[src/rtl/e1sup_pkg.sv]
package e1sup_pkg;

    typedef enum logic [1:0] {
        ST_IDLE    = 2'd0,
        ST_BOOT    = 2'd1,
        ST_RUN     = 2'd2,
        ST_RECOVER = 2'd3
    } dir_state_e;

    localparam int unsigned NUM_ERR_CNT = 4;
    localparam int unsigned ERR_CRC     = 0;
    localparam int unsigned ERR_ALIGN   = 1;
    localparam int unsigned ERR_OVFL    = 2;
    localparam int unsigned ERR_UNFL    = 3;

endpackage

[src/rtl/e1sup_sat_cnt.sv]
module e1sup_sat_cnt #(
    parameter int unsigned CNT_W = 8
) (
    input  logic             clk,
    input  logic             rst_n,
    input  logic             inc,
    output logic [CNT_W-1:0] cnt
);

    localparam logic [CNT_W-1:0] CNT_MAX = {CNT_W{1'b1}};

    logic [CNT_W-1:0] cnt_d, cnt_q;

    always_comb begin
        cnt_d = cnt_q;
        if (inc && (cnt_q != CNT_MAX)) begin
            cnt_d = cnt_q + CNT_W'(1);
        end
    end

    always_ff @(posedge clk) begin
        if (!rst_n) begin
            cnt_q <= '0;
        end else begin
            cnt_q <= cnt_d;
        end
    end

    assign cnt = cnt_q;

    assert_cnt_saturates_R11: assert property (@(posedge clk) disable iff (!rst_n)
        (cnt_q == CNT_MAX) |=> (cnt_q == CNT_MAX));

    assert_cnt_steps_R11: assert property (@(posedge clk) disable iff (!rst_n)
        (inc && cnt_q != CNT_MAX) |=> (cnt_q == $past(cnt_q) + CNT_W'(1)));

endmodule

[src/rtl/e1sup_rx_ctrl.sv]
module e1sup_rx_ctrl
    import e1sup_pkg::*;
#(
    parameter int unsigned OFS_W        = 7,
    parameter int unsigned LVL_W        = 8,
    parameter int unsigned MF_FRAMES    = 16,
    parameter int unsigned MAX_INFLIGHT = 4,
    localparam int unsigned MF_SH       = $clog2(MF_FRAMES),
    localparam int unsigned MF_W        = OFS_W - MF_SH,
    localparam int unsigned IF_W        = $clog2(MAX_INFLIGHT + 1)
) (
    input  logic             clk,
    input  logic             rst_n,
    input  logic             enable,
    input  logic             aligned,
    input  logic             overflow,
    input  logic             done_valid,
    input  logic [1:0]       done_crc_ok,
    input  logic [LVL_W-1:0] free_frames,
    input  logic [OFS_W-1:0] wr_ofs,
    output logic             retire,
    output logic             bd_push,
    output logic [MF_W-1:0]  bd_mf,
    output logic             flush,
    output logic             ovfl_clr,
    output logic             crc_inc,
    output logic             align_inc,
    output logic             ovfl_inc,
    output logic [1:0]       state,
    output logic [IF_W-1:0]  inflight
);

    typedef struct packed {
        dir_state_e      st;
        logic [IF_W-1:0] infl;
    } rx_reg_t;

    rx_reg_t rx_d, rx_q;

    always_comb begin
        rx_d      = rx_q;
        retire    = 1'b0;
        bd_push   = 1'b0;
        flush     = 1'b0;
        ovfl_clr  = 1'b0;
        crc_inc   = 1'b0;
        align_inc = 1'b0;
        ovfl_inc  = 1'b0;
        if (rx_q.st != ST_IDLE && done_valid && rx_q.infl != '0) begin
            retire    = 1'b1;
            rx_d.infl = rx_q.infl - IF_W'(1);
            crc_inc   = (done_crc_ok != 2'b11);
        end else begin
            unique case (rx_q.st)
                ST_IDLE: begin
                    if (enable) rx_d.st = ST_BOOT;
                end
                ST_BOOT: begin
                    ovfl_clr = 1'b1;
                    rx_d.st  = ST_RUN;
                end
                ST_RUN: begin
                    if (!aligned) begin
                        rx_d.st   = ST_RECOVER;
                        align_inc = 1'b1;
                    end else if (overflow) begin
                        rx_d.st  = ST_RECOVER;
                        ovfl_inc = 1'b1;
                    end else if (rx_q.infl < IF_W'(MAX_INFLIGHT) &&
                                 free_frames >= LVL_W'(MF_FRAMES)) begin
                        bd_push   = 1'b1;
                        rx_d.infl = rx_q.infl + IF_W'(1);
                    end
                end
                ST_RECOVER: begin
                    if (rx_q.infl == '0) begin
                        flush    = 1'b1;
                        ovfl_clr = 1'b1;
                        rx_d.st  = ST_RUN;
                    end
                end
                default: rx_d.st = ST_IDLE;
            endcase
        end
    end

    always_ff @(posedge clk) begin
        if (!rst_n) begin
            rx_q.st   <= ST_IDLE;
            rx_q.infl <= '0;
        end else begin
            rx_q <= rx_d;
        end
    end

    assign bd_mf    = MF_W'(wr_ofs >> MF_SH);
    assign state    = rx_q.st;
    assign inflight = rx_q.infl;

    assert_rx_inflight_cap_R8: assert property (@(posedge clk) disable iff (!rst_n)
        rx_q.infl <= IF_W'(MAX_INFLIGHT));

    assert_rx_retire_dec_R3: assert property (@(posedge clk) disable iff (!rst_n)
        retire |=> (rx_q.infl == $past(rx_q.infl) - IF_W'(1)));

    assert_rx_flush_drained_R6: assert property (@(posedge clk) disable iff (!rst_n)
        flush |-> (rx_q.infl == '0 && rx_q.st == ST_RECOVER));

    assert_rx_align_loss_R5: assert property (@(posedge clk) disable iff (!rst_n)
        (rx_q.st == ST_RUN && !retire && !aligned) |=> (rx_q.st == ST_RECOVER));

    assert_rx_one_action_R12: assert property (@(posedge clk) disable iff (!rst_n)
        $onehot0({retire, bd_push, ovfl_clr}));

endmodule

[src/rtl/e1sup_tx_ctrl.sv]
module e1sup_tx_ctrl
    import e1sup_pkg::*;
#(
    parameter int unsigned OFS_W        = 7,
    parameter int unsigned LVL_W        = 8,
    parameter int unsigned MF_FRAMES    = 16,
    parameter int unsigned MAX_INFLIGHT = 4,
    parameter int unsigned PREFILL_MF   = 5,
    localparam int unsigned MF_SH       = $clog2(MF_FRAMES),
    localparam int unsigned MF_W        = OFS_W - MF_SH,
    localparam int unsigned IF_W        = $clog2(MAX_INFLIGHT + 1),
    localparam int unsigned PREFILL     = MF_FRAMES * PREFILL_MF
) (
    input  logic             clk,
    input  logic             rst_n,
    input  logic             enable,
    input  logic             underflow,
    input  logic             done_valid,
    input  logic [LVL_W-1:0] unseen_frames,
    input  logic [OFS_W-1:0] rd_ofs,
    output logic             retire,
    output logic             bd_push,
    output logic [MF_W-1:0]  bd_mf,
    output logic             unfl_clr,
    output logic             unfl_inc,
    output logic [1:0]       state,
    output logic [IF_W-1:0]  inflight
);

    typedef struct packed {
        dir_state_e      st;
        logic [IF_W-1:0] infl;
    } tx_reg_t;

    tx_reg_t tx_d, tx_q;
    logic    prefilled;

    assign prefilled = (unseen_frames >= LVL_W'(PREFILL));

    always_comb begin
        tx_d     = tx_q;
        retire   = 1'b0;
        bd_push  = 1'b0;
        unfl_clr = 1'b0;
        unfl_inc = 1'b0;
        if (tx_q.st != ST_IDLE && done_valid && tx_q.infl != '0) begin
            retire    = 1'b1;
            tx_d.infl = tx_q.infl - IF_W'(1);
        end else begin
            unique case (tx_q.st)
                ST_IDLE: begin
                    if (enable) tx_d.st = ST_BOOT;
                end
                ST_BOOT, ST_RECOVER: begin
                    if (prefilled) begin
                        unfl_clr = 1'b1;
                        tx_d.st  = ST_RUN;
                    end
                end
                ST_RUN: begin
                    if (underflow) begin
                        tx_d.st  = ST_RECOVER;
                        unfl_inc = 1'b1;
                    end else if (tx_q.infl < IF_W'(MAX_INFLIGHT) &&
                                 unseen_frames >= LVL_W'(MF_FRAMES)) begin
                        bd_push   = 1'b1;
                        tx_d.infl = tx_q.infl + IF_W'(1);
                    end
                end
                default: tx_d.st = ST_IDLE;
            endcase
        end
    end

    always_ff @(posedge clk) begin
        if (!rst_n) begin
            tx_q.st   <= ST_IDLE;
            tx_q.infl <= '0;
        end else begin
            tx_q <= tx_d;
        end
    end

    assign bd_mf    = MF_W'(rd_ofs >> MF_SH);
    assign state    = tx_q.st;
    assign inflight = tx_q.infl;

    assert_tx_inflight_cap_R8: assert property (@(posedge clk) disable iff (!rst_n)
        tx_q.infl <= IF_W'(MAX_INFLIGHT));

    assert_tx_clear_needs_prefill_R9: assert property (@(posedge clk) disable iff (!rst_n)
        unfl_clr |=> (tx_q.st == ST_RUN && $past(unseen_frames) >= LVL_W'(PREFILL)));

    assert_tx_underflow_recover_R10: assert property (@(posedge clk) disable iff (!rst_n)
        (tx_q.st == ST_RUN && !retire && underflow) |=> (tx_q.st == ST_RECOVER));

    assert_tx_one_action_R12: assert property (@(posedge clk) disable iff (!rst_n)
        $onehot0({retire, bd_push, unfl_clr}));

endmodule

[src/rtl/e1sup_top.sv]
module e1sup_top
    import e1sup_pkg::*;
#(
    parameter int unsigned OFS_W        = 7,
    parameter int unsigned LVL_W        = 8,
    parameter int unsigned MF_FRAMES    = 16,
    parameter int unsigned MAX_INFLIGHT = 4,
    parameter int unsigned PREFILL_MF   = 5,
    parameter int unsigned CNT_W        = 8,
    localparam int unsigned MF_W        = OFS_W - $clog2(MF_FRAMES),
    localparam int unsigned IF_W        = $clog2(MAX_INFLIGHT + 1)
) (
    input  logic             clk,
    input  logic             rst_n,
    input  logic             rx_enable,
    input  logic             tx_enable,
    input  logic             rx_aligned,
    input  logic             rx_overflow,
    input  logic             tx_underflow,
    input  logic             rx_done_valid,
    input  logic [1:0]       rx_done_crc_ok,
    input  logic             tx_done_valid,
    input  logic [LVL_W-1:0] rx_free_frames,
    input  logic [OFS_W-1:0] rx_wr_ofs,
    input  logic [LVL_W-1:0] tx_unseen_frames,
    input  logic [OFS_W-1:0] tx_rd_ofs,
    output logic             rx_retire,
    output logic             tx_retire,
    output logic             rx_bd_push,
    output logic [MF_W-1:0]  rx_bd_mf,
    output logic             tx_bd_push,
    output logic [MF_W-1:0]  tx_bd_mf,
    output logic             rx_flush,
    output logic             rx_ovfl_clr,
    output logic             tx_unfl_clr,
    output logic [1:0]       rx_state,
    output logic [1:0]       tx_state,
    output logic [IF_W-1:0]  rx_inflight,
    output logic [IF_W-1:0]  tx_inflight,
    output logic [CNT_W-1:0] crc_err_cnt,
    output logic [CNT_W-1:0] align_err_cnt,
    output logic [CNT_W-1:0] ovfl_err_cnt,
    output logic [CNT_W-1:0] unfl_err_cnt
);

    logic [NUM_ERR_CNT-1:0] err_inc;
    logic [CNT_W-1:0]       err_cnt [NUM_ERR_CNT];

    e1sup_rx_ctrl #(
        .OFS_W        (OFS_W),
        .LVL_W        (LVL_W),
        .MF_FRAMES    (MF_FRAMES),
        .MAX_INFLIGHT (MAX_INFLIGHT)
    ) rx_ctrl_i (
        .clk         (clk),
        .rst_n       (rst_n),
        .enable      (rx_enable),
        .aligned     (rx_aligned),
        .overflow    (rx_overflow),
        .done_valid  (rx_done_valid),
        .done_crc_ok (rx_done_crc_ok),
        .free_frames (rx_free_frames),
        .wr_ofs      (rx_wr_ofs),
        .retire      (rx_retire),
        .bd_push     (rx_bd_push),
        .bd_mf       (rx_bd_mf),
        .flush       (rx_flush),
        .ovfl_clr    (rx_ovfl_clr),
        .crc_inc     (err_inc[ERR_CRC]),
        .align_inc   (err_inc[ERR_ALIGN]),
        .ovfl_inc    (err_inc[ERR_OVFL]),
        .state       (rx_state),
        .inflight    (rx_inflight)
    );

    e1sup_tx_ctrl #(
        .OFS_W        (OFS_W),
        .LVL_W        (LVL_W),
        .MF_FRAMES    (MF_FRAMES),
        .MAX_INFLIGHT (MAX_INFLIGHT),
        .PREFILL_MF   (PREFILL_MF)
    ) tx_ctrl_i (
        .clk           (clk),
        .rst_n         (rst_n),
        .enable        (tx_enable),
        .underflow     (tx_underflow),
        .done_valid    (tx_done_valid),
        .unseen_frames (tx_unseen_frames),
        .rd_ofs        (tx_rd_ofs),
        .retire        (tx_retire),
        .bd_push       (tx_bd_push),
        .bd_mf         (tx_bd_mf),
        .unfl_clr      (tx_unfl_clr),
        .unfl_inc      (err_inc[ERR_UNFL]),
        .state         (tx_state),
        .inflight      (tx_inflight)
    );

    for (genvar gi = 0; gi < NUM_ERR_CNT; gi++) begin : g_err_cnt
        e1sup_sat_cnt #(
            .CNT_W (CNT_W)
        ) cnt_i (
            .clk   (clk),
            .rst_n (rst_n),
            .inc   (err_inc[gi]),
            .cnt   (err_cnt[gi])
        );
    end

    assign crc_err_cnt   = err_cnt[ERR_CRC];
    assign align_err_cnt = err_cnt[ERR_ALIGN];
    assign ovfl_err_cnt  = err_cnt[ERR_OVFL];
    assign unfl_err_cnt  = err_cnt[ERR_UNFL];

    assert_idle_quiet_R2: assert property (@(posedge clk) disable iff (!rst_n)
        (rx_state == 2'd0 && tx_state == 2'd0) |->
        !(rx_retire || tx_retire || rx_bd_push || tx_bd_push ||
          rx_flush || rx_ovfl_clr || tx_unfl_clr));

endmodule

[config.mk]
export PLATFORM = sky130hd
export DESIGN_NAME = e1sup_top
export DESIGN_NICKNAME = d
export VERILOG_FILES = /design/src/rtl/e1sup_pkg.sv /design/src/rtl/e1sup_sat_cnt.sv /design/src/rtl/e1sup_rx_ctrl.sv /design/src/rtl/e1sup_tx_ctrl.sv /design/src/rtl/e1sup_top.sv
export SDC_FILE = /design/constraint.sdc
export NUM_CORES = 1
export LEC_CHECK = 0
export CAP_MARGIN = 5
export CORE_ASPECT_RATIO = 1.4
export CORE_MARGIN = 2
export CORE_UTILIZATION = 40
export DETAILED_ROUTE_END_ITERATION = 8
export DONT_BUFFER_PORTS = 1
export GPL_ROUTABILITY_DRIVEN = 0
export PLACE_DENSITY_LB_ADDON = 0.08
export SETUP_SLACK_MARGIN = 0.2
export SYNTH_ARGS = -nofsm -noshare
export SYNTH_HDL_FRONTEND = slang
export SYNTH_HIERARCHICAL = 1
export SYNTH_SLANG_ARGS = --single-unit
[constraint.sdc]
create_clock -name clk -period 2.11 [get_ports clk]
set_clock_uncertainty 0.15 [all_clocks]
set_input_delay 0.422 -clock clk [delete_from_list [all_inputs] [get_ports clk]]
set_output_delay 0.422 -clock clk [all_outputs]
set_load 0.01 [all_outputs]
======== Word-level counts from Yosys, hierarchy flattened ========
Cells that the tools add are included.
W data, S select, Z words.
word-level totals
  output and inout bits ................... 55
  input bits .............................. 41
  register bits ........................... 42
cells by class
  equal/unequal tests ..................... 19
  bitwise operators ....................... 2
  add/subtract/negate cells ............... 8
  reductions and logical operators ........ 27
  order comparisons ....................... 5
  mux-type cells .......................... 48
operators with widths
  operator               number
  $add A8 B1 Y8 const B  4
  $ne A8 B8 Y1 const B   4
  $mux W1                29
  $mux W3                9
  $ge A8 B5 Y1 const B   2
  $mux W2                7
  $reduce_bool A2 Y1     7
  $reduce_and A4 Y1      3
  $logic_and A1 B1 Y1    10
  $eq A2 B2 Y1 const B   4
  $ge A8 B7 Y1 const B   1
  $ne A2 B1 Y1 const B   4
  $ne A2 B2 Y1 const B   4
  $pmux W2 S4            1
  $add A3 B1 Y3 const B  2
  $lt A3 B3 Y1 const B   2
  $pmux W2 S3            1
  $reduce_bool A3 Y1     2
  $sub A3 B1 Y3 const B  2
  $eq A2 B1 Y1 const B   2
  $logic_not A2 Y1       2
  $logic_not A3 Y1       1
  $ne A3 B3 Y1 const B   1
  $reduce_and A3 Y1      1
  3 further kinds        4

======== Depth between registers and ports, before layout ========
  depth in word-level cells ............... 7
  mapped depth ............................ 7

======== By module ========
The synthesis kept the hierarchy.
by module, submodules not included
  module         sequential area each (µm²)  times used  area an instance (µm²)  cells each
  e1sup_sat_cnt  160.2                       4           404.1                   47
  e1sup_rx_ctrl  100.1                       1           387.9                   42
  e1sup_tx_ctrl  100.1                       1           376.6                   42

======== Worst setup path before layout ========
No wires, ideal clock.
  kind .................................... register -> register
  start point ............................. register tx_ctrl_i.tx_q, in the netlist tx_ctrl_i/inflight[1]
  end point ............................... register g_err_cnt[3].cnt_i.cnt_q[6]
  library setup time ...................... 0.115 ns
  arrival time ............................ 1.810 ns
  required time ........................... 1.845 ns
  slack ................................... 0.035 ns
  period minus slack after synthesis ...... 2.075 ns
  stages on the path, launching flop included .. 8
  cell sequence ........................... dfxtp_1 -> nor3_4 -> or2_0 -> buf_2 -> and4_1 -> nand3_1 -> or4_1 -> and3_1
between the ends
  word-level cells in the longest chain between the ends .. 4
RTL lines
  element                   line                 RTL
  start: declaration        e1sup_tx_ctrl.sv:35  tx_reg_t tx_d, tx_q;
  start signal: assignment  e1sup_tx_ctrl.sv:80  tx_q <= tx_d;
  $reduce_bool A3 Y1        e1sup_tx_ctrl.sv:46  if (tx_q.st != ST_IDLE && done_valid && tx_q.infl != '0) begin
  $logic_and A1 B1 Y1       e1sup_tx_ctrl.sv:46
  $mux W1                   e1sup_tx_ctrl.sv:46
  named net err_inc[3]      e1sup_top.sv:46      logic [NUM_ERR_CNT-1:0] err_inc;
  $logic_and A1 B1 Y1       e1sup_sat_cnt.sv:16  if (inc && (cnt_q != CNT_MAX)) begin
  end signal: assignment    e1sup_sat_cnt.sv:25  cnt_q <= cnt_d;
  end: declaration          e1sup_sat_cnt.sv:12  logic [CNT_W-1:0] cnt_d, cnt_q;
The timed path passes the listed nets, and every way through them passes these cells.
A chain may end at the register's enable or synchronous reset.

======== Worst setup path after layout ========
  start point ............................. register rx_ctrl_i.rx_q, in the netlist rx_ctrl_i/state[0]
  end point ............................... output rx_bd_push
between the ends
  word-level cells in the longest chain between the ends .. 4
RTL lines
  element                            line                 RTL
  start: declaration                 e1sup_rx_ctrl.sv:38  rx_reg_t rx_d, rx_q;
  start signal: assignment           e1sup_rx_ctrl.sv:92  rx_q <= rx_d;
  $reduce_bool A2 Y1                 e1sup_rx_ctrl.sv:49  if (rx_q.st != ST_IDLE && done_valid && rx_q.infl != '0) begin
  $logic_and A1 B1 Y1 (2 in series)  e1sup_rx_ctrl.sv:49
  $mux W1 (*)                        e1sup_rx_ctrl.sv:49
  end: declaration                   e1sup_top.sv:29      output logic rx_bd_push,
Every way passes the cells marked *; elsewhere a longest branch is shown, timed or not.

==> results.json <==
{
  "drcViolationCount": 0,
  "p_comb_share_pct": 18.4,
  "finalCriticalPeriod_ns": 1.986,
  "run_status": "finished, final reports clean",
  "tritoncts_num_sinks": 42,
  "worst_ep_arrival_time_ns": 1.41,
  "power.share.clock_pct": 30.4,
  "tritoncts": "built",
  "routedLengthMet1_um": 2232,
  "hold_violations": 0,
  "placement_rows": 33,
  "reg2reg_slack_ns": 0.15,
  "boundaryPins": 96,
  "worst_setup_hold_path_clk_slew_ns": 0.08,
  "synth_seq_cells": 42,
  "maxClockFrequency_mhz": 503.4,
  "area_delta_synth_final_pct": 20.39,
  "synthDominantCellAreaShare_pct": 35.31,
  "internal_power_contribution_mw": 1.215,
  "post_synth.cell_area_avg_um2": 8.754,
  "clock-root-buffer": "sky130_fd_sc_hd__clkbuf_8",
  "vias_per_cell": 5.775,
  "finalMaxSlewViolations": 0,
  "hp-start": "rst_n",
  "coreArea_um2": 5822,
  "rsz0062_at_grt": "true",
  "detailed_routing_iteration_count_for_the_pre_antenna_repair_pass": 4,
  "worst_r2r_startpoint": "rx_ctrl_i/state[0]",
  "dr_wl_met2_um": 2861,
  "overall_power_mw": 1.667,
  "post_synth_mux_area_share_pct": 4.624,
  "totalWireLength_um": 5488,
  "pin_count_of_the_biggest_net_entering_global_routing": 45,
  "worst_hold_path_type": "in2reg",
  "dr_total_vias": 2131,
  "worstRegToRegCells": 7,
  "top_layer_reached_by_signal_wires": "met4",
  "cp_max_fo": 6,
  "drv_cap": 0,
  "fin_nets": 345,
  "timing.final.crit_share_pct": 94.14,
  "timing.rr.end": "g_err_cnt[1].cnt_i/cnt[6]",
  "syn_inst": 272,
  "cts_buffers": 5,
  "globalRoute.totalOverflow": 0,
  "power_switching_uw": 451.3,
  "fin_tns_setup_ns": 0,
  "drt_iter0_drc": 57,
  "grt_pass1_wl_um": 9170,
  "yosys_warnings": 6,
  "initial_core_util_pct": 40.90,
  "seq_area_frac_synth_pct": 35.31,
  "insertion_delay_ns": 0.29,
  "grt_antenna_before_repair": 0,
  "die_area_um2": 6595,
  "synth-async-reset-ratio_pct": 0,
  "power-per-cell-area_nw_per_um2": 581.4,
  "floorplan.die.height_um": 95.29,
  "ys_dominant_reg_cell": "sky130_fd_sc_hd__dfxtp_1",
  "buffer_ports.inserted": 0,
  "vias_in_the_first_global_route": 2105,
  "synth_cell_types": 48,
  "leakagePower_nw": 1.036,
  "critPathCaptureType": "output pin",
  "crit_required_ns": 1.54,
  "post_synthesis_share_of_cell_area_spent_on_xor_and_xnor_gates_pct": 0.3678,
  "netlist_area_um2": 2381,
  "detail-route-antenna-nets": 0,
  "die_x_um": 69.21,
  "timing.max_slew.rel_slack_pct": 63.97,
  "worst_hold_path.num_cells": 2,
  "drt-wirelength-per-cell_um": 14.87,
  "synthSimpleGateAreaFrac_pct": 27.27,
  "netlist_top_cells_area": "sky130_fd_sc_hd__dfxtp_1 35%, sky130_fd_sc_hd__a21oi_1 4.6%, sky130_fd_sc_hd__mux2i_1 4.6%, sky130_fd_sc_hd__nand2_1 4.4%, sky130_fd_sc_hd__nor3_1 3.4%",
  "insertedDiodeCount": 0,
  "synth_fa_ha_area_share_pct": 3.783,
  "tightestPinTransition_ns": 0.5360,
  "routed_length_on_met3_um": 334,
  "layout-drive-gt1-share_pct": 30.43,
  "synth-compound-area-share_pct": 23.02,
  "setup_viol_count_final": 0,
  "place_hpwl_um": 3953,
  "gr-usage-all-layers_pct": 16.87,
  "min_to": "tx_ctrl_i/state[1]",
  "post-synth-top-area-cell": "sky130_fd_sc_hd__dfxtp_1",
  "synth_top_family_by_area": "simple AND/OR/NAND/NOR gates",
  "ctsHtreeMaxLevel": 2,
  "vdd.ir_drop.worst_v": 0.0002873,
  "syn_nets": 319,
  "path_class": "reg2out",
  "sw_frac_of_total_pct": 27.08,
  "synth_edf_count": 0,
  "setup.worst_path.start_class": "register",
  "postLayoutCoreUtil_pct": 49.24,
  "share_seq_of_total_power_pct": 51.2,
  "cts_buffer_depth": 2
}
[placed cells by master, fill, tap and decap left out, types with 4 or more instances in the layout]
cell type,synthesis,final
sky130_fd_sc_hd__dfxtp_1,42,33
sky130_fd_sc_hd__nand2_1,28,28
sky130_fd_sc_hd__buf_4,6,27
sky130_fd_sc_hd__a21oi_1,22,21
sky130_fd_sc_hd__inv_1,15,15
sky130_fd_sc_hd__nor3_1,16,14
sky130_fd_sc_hd__mux2i_1,11,11
sky130_fd_sc_hd__and3_1,12,10
sky130_fd_sc_hd__nand4_1,8,8
sky130_fd_sc_hd__o21bai_1,8,8
sky130_fd_sc_hd__nand2b_1,8,7
sky130_fd_sc_hd__dfxtp_2,0,7
sky130_fd_sc_hd__o21ai_0,6,6
sky130_fd_sc_hd__clkbuf_8,0,5
sky130_fd_sc_hd__nand3_1,9,5
sky130_fd_sc_hd__or4_1,5,5
sky130_fd_sc_hd__a311oi_1,5,5
sky130_fd_sc_hd__and4_2,4,4
sky130_fd_sc_hd__nand3_2,0,4
sky130_fd_sc_hd__a21boi_2,4,4
sky130_fd_sc_hd__a211oi_2,0,4
sky130_fd_sc_hd__and4_4,0,4
sky130_fd_sc_hd__a211oi_1,8,4
sky130_fd_sc_hd__a21boi_0,4,4
sky130_fd_sc_hd__ha_1,4,4
sky130_fd_sc_hd__a31oi_1,5,4
[worst max-delay path, stage by stage, from the launching register on]
cell and delay (ns):
sky130_fd_sc_hd__dfxtp_2 0.36, sky130_fd_sc_hd__nand2b_2 0.24, sky130_fd_sc_hd__nand2b_1 0.20, sky130_fd_sc_hd__nor3_2 0.18
sky130_fd_sc_hd__buf_4 0.14
[power by group through the flow]
stage / clock (mW) / sequential [mW] / combinational (mW)
2_1_floorplan: 0 / 0.886 / 0.172
3_3_place_gp: 0 / 0.871 / 0.253
3_5_place_dp: 0 / 0.871 / 0.255
4_1_cts: 0.534 / 0.854 / 0.277
5_1_grt: 0.559 / 0.857 / 0.336
6_report: 0.507 / 0.853 / 0.307
[kinds of logic after synthesis]
group,after synthesis
AO/OA/AOI/OAI,74
XOR/XNOR,1
adder cells (fa/ha/maj),6
buffers and inverters,28
flip-flops,42
multiplexers,11
AND/OR/NAND/NOR,110
[cell type report]
cell class / instances / area, um^2
Clock buffer: 8 / 80.08
Fill cell: 563 / 2955
Inverter: 17 / 67.56
Multi-Input combinational cell: 202 / 1538
Sequential cell: 42 / 857.1
Tap cell: 70 / 87.58
Timing Repair Buffer: 30 / 236.5
[layer usage]
metal / vias up / track usage [%]
met5: - / 0
met4: 0 / 5.556
met3: 5 / 5.708
met2: 52 / 32.29
met1: 1010 / 17.10
li1: 1064 / -
[synth_stat cells (all sizes together), types with 2 or more instances]
cell type	instances
nand3	9
inv	16
nor3	17
nor2b	2
dfxtp	42
nand4	8
or4	6
o21bai	8
o21ai	7
a211oi	8
a21boi	8
nand2b	8
nor2	4
fa	2
a311oi	5
or2	2
and3	12
o31ai	2
buf	11
mux2i	11
nand2	28
o21a	3
a21oi	22
ha	4
a31oi	5
and4	9
[per-stage QoR]
step	setup slack [ns]	cells	hold WS [ns]	area, um^2
2_1_floorplan	0.1444	272	0.3435	2430
3_3_place_gp	0.05645	351	0.3893	2597
3_5_place_dp	0.04911	351	0.3942	2597
4_1_cts	0.1131	363	0.08651	2759
5_1_grt	0.07124	369	0.08652	2867
6_report	0.1236	369	0.1012	2867
[how the worst max path moves through the flow]
stage / from / to / slack (ns) / depth (start not counted)
after CTS: rx_ctrl_i/inflight[2] / rx_bd_push / 0.11 / 4
final: rx_ctrl_i/state[0] / rx_bd_push / 0.12 / 4
after floorplan: rx_ctrl_i/inflight[2] / g_err_cnt[2].cnt_i/cnt[6] / 0.14 / 6
after detailed placement: tx_ctrl_i/inflight[2] / g_err_cnt[3].cnt_i/cnt[6] / 0.05 / 6
after global placement: tx_ctrl_i/inflight[2] / g_err_cnt[3].cnt_i/cnt[6] / 0.06 / 6
after global routing: rx_ctrl_i/inflight[0] / rx_bd_push / 0.07 / 4
[repair_timing]
action / 4_1_cts / 5_1_grt
pin swaps: 9 / 18
resized for setup: 13 / 14
hold buffers: 0 / 0
endpoints found under the setup margin: 17 / 20
buffers inserted: 4 / 6
[sequential cells by signal, indices dropped and copies added, names as in the netlist]
register / cells
rx_ctrl_i/inflight: 3
rx_ctrl_i/state: 2
tx_ctrl_i/state: 2
g_err_cnt.cnt_i/cnt: 32
tx_ctrl_i/inflight: 3
No activity file was read; power rests on OpenSTA's default activity.
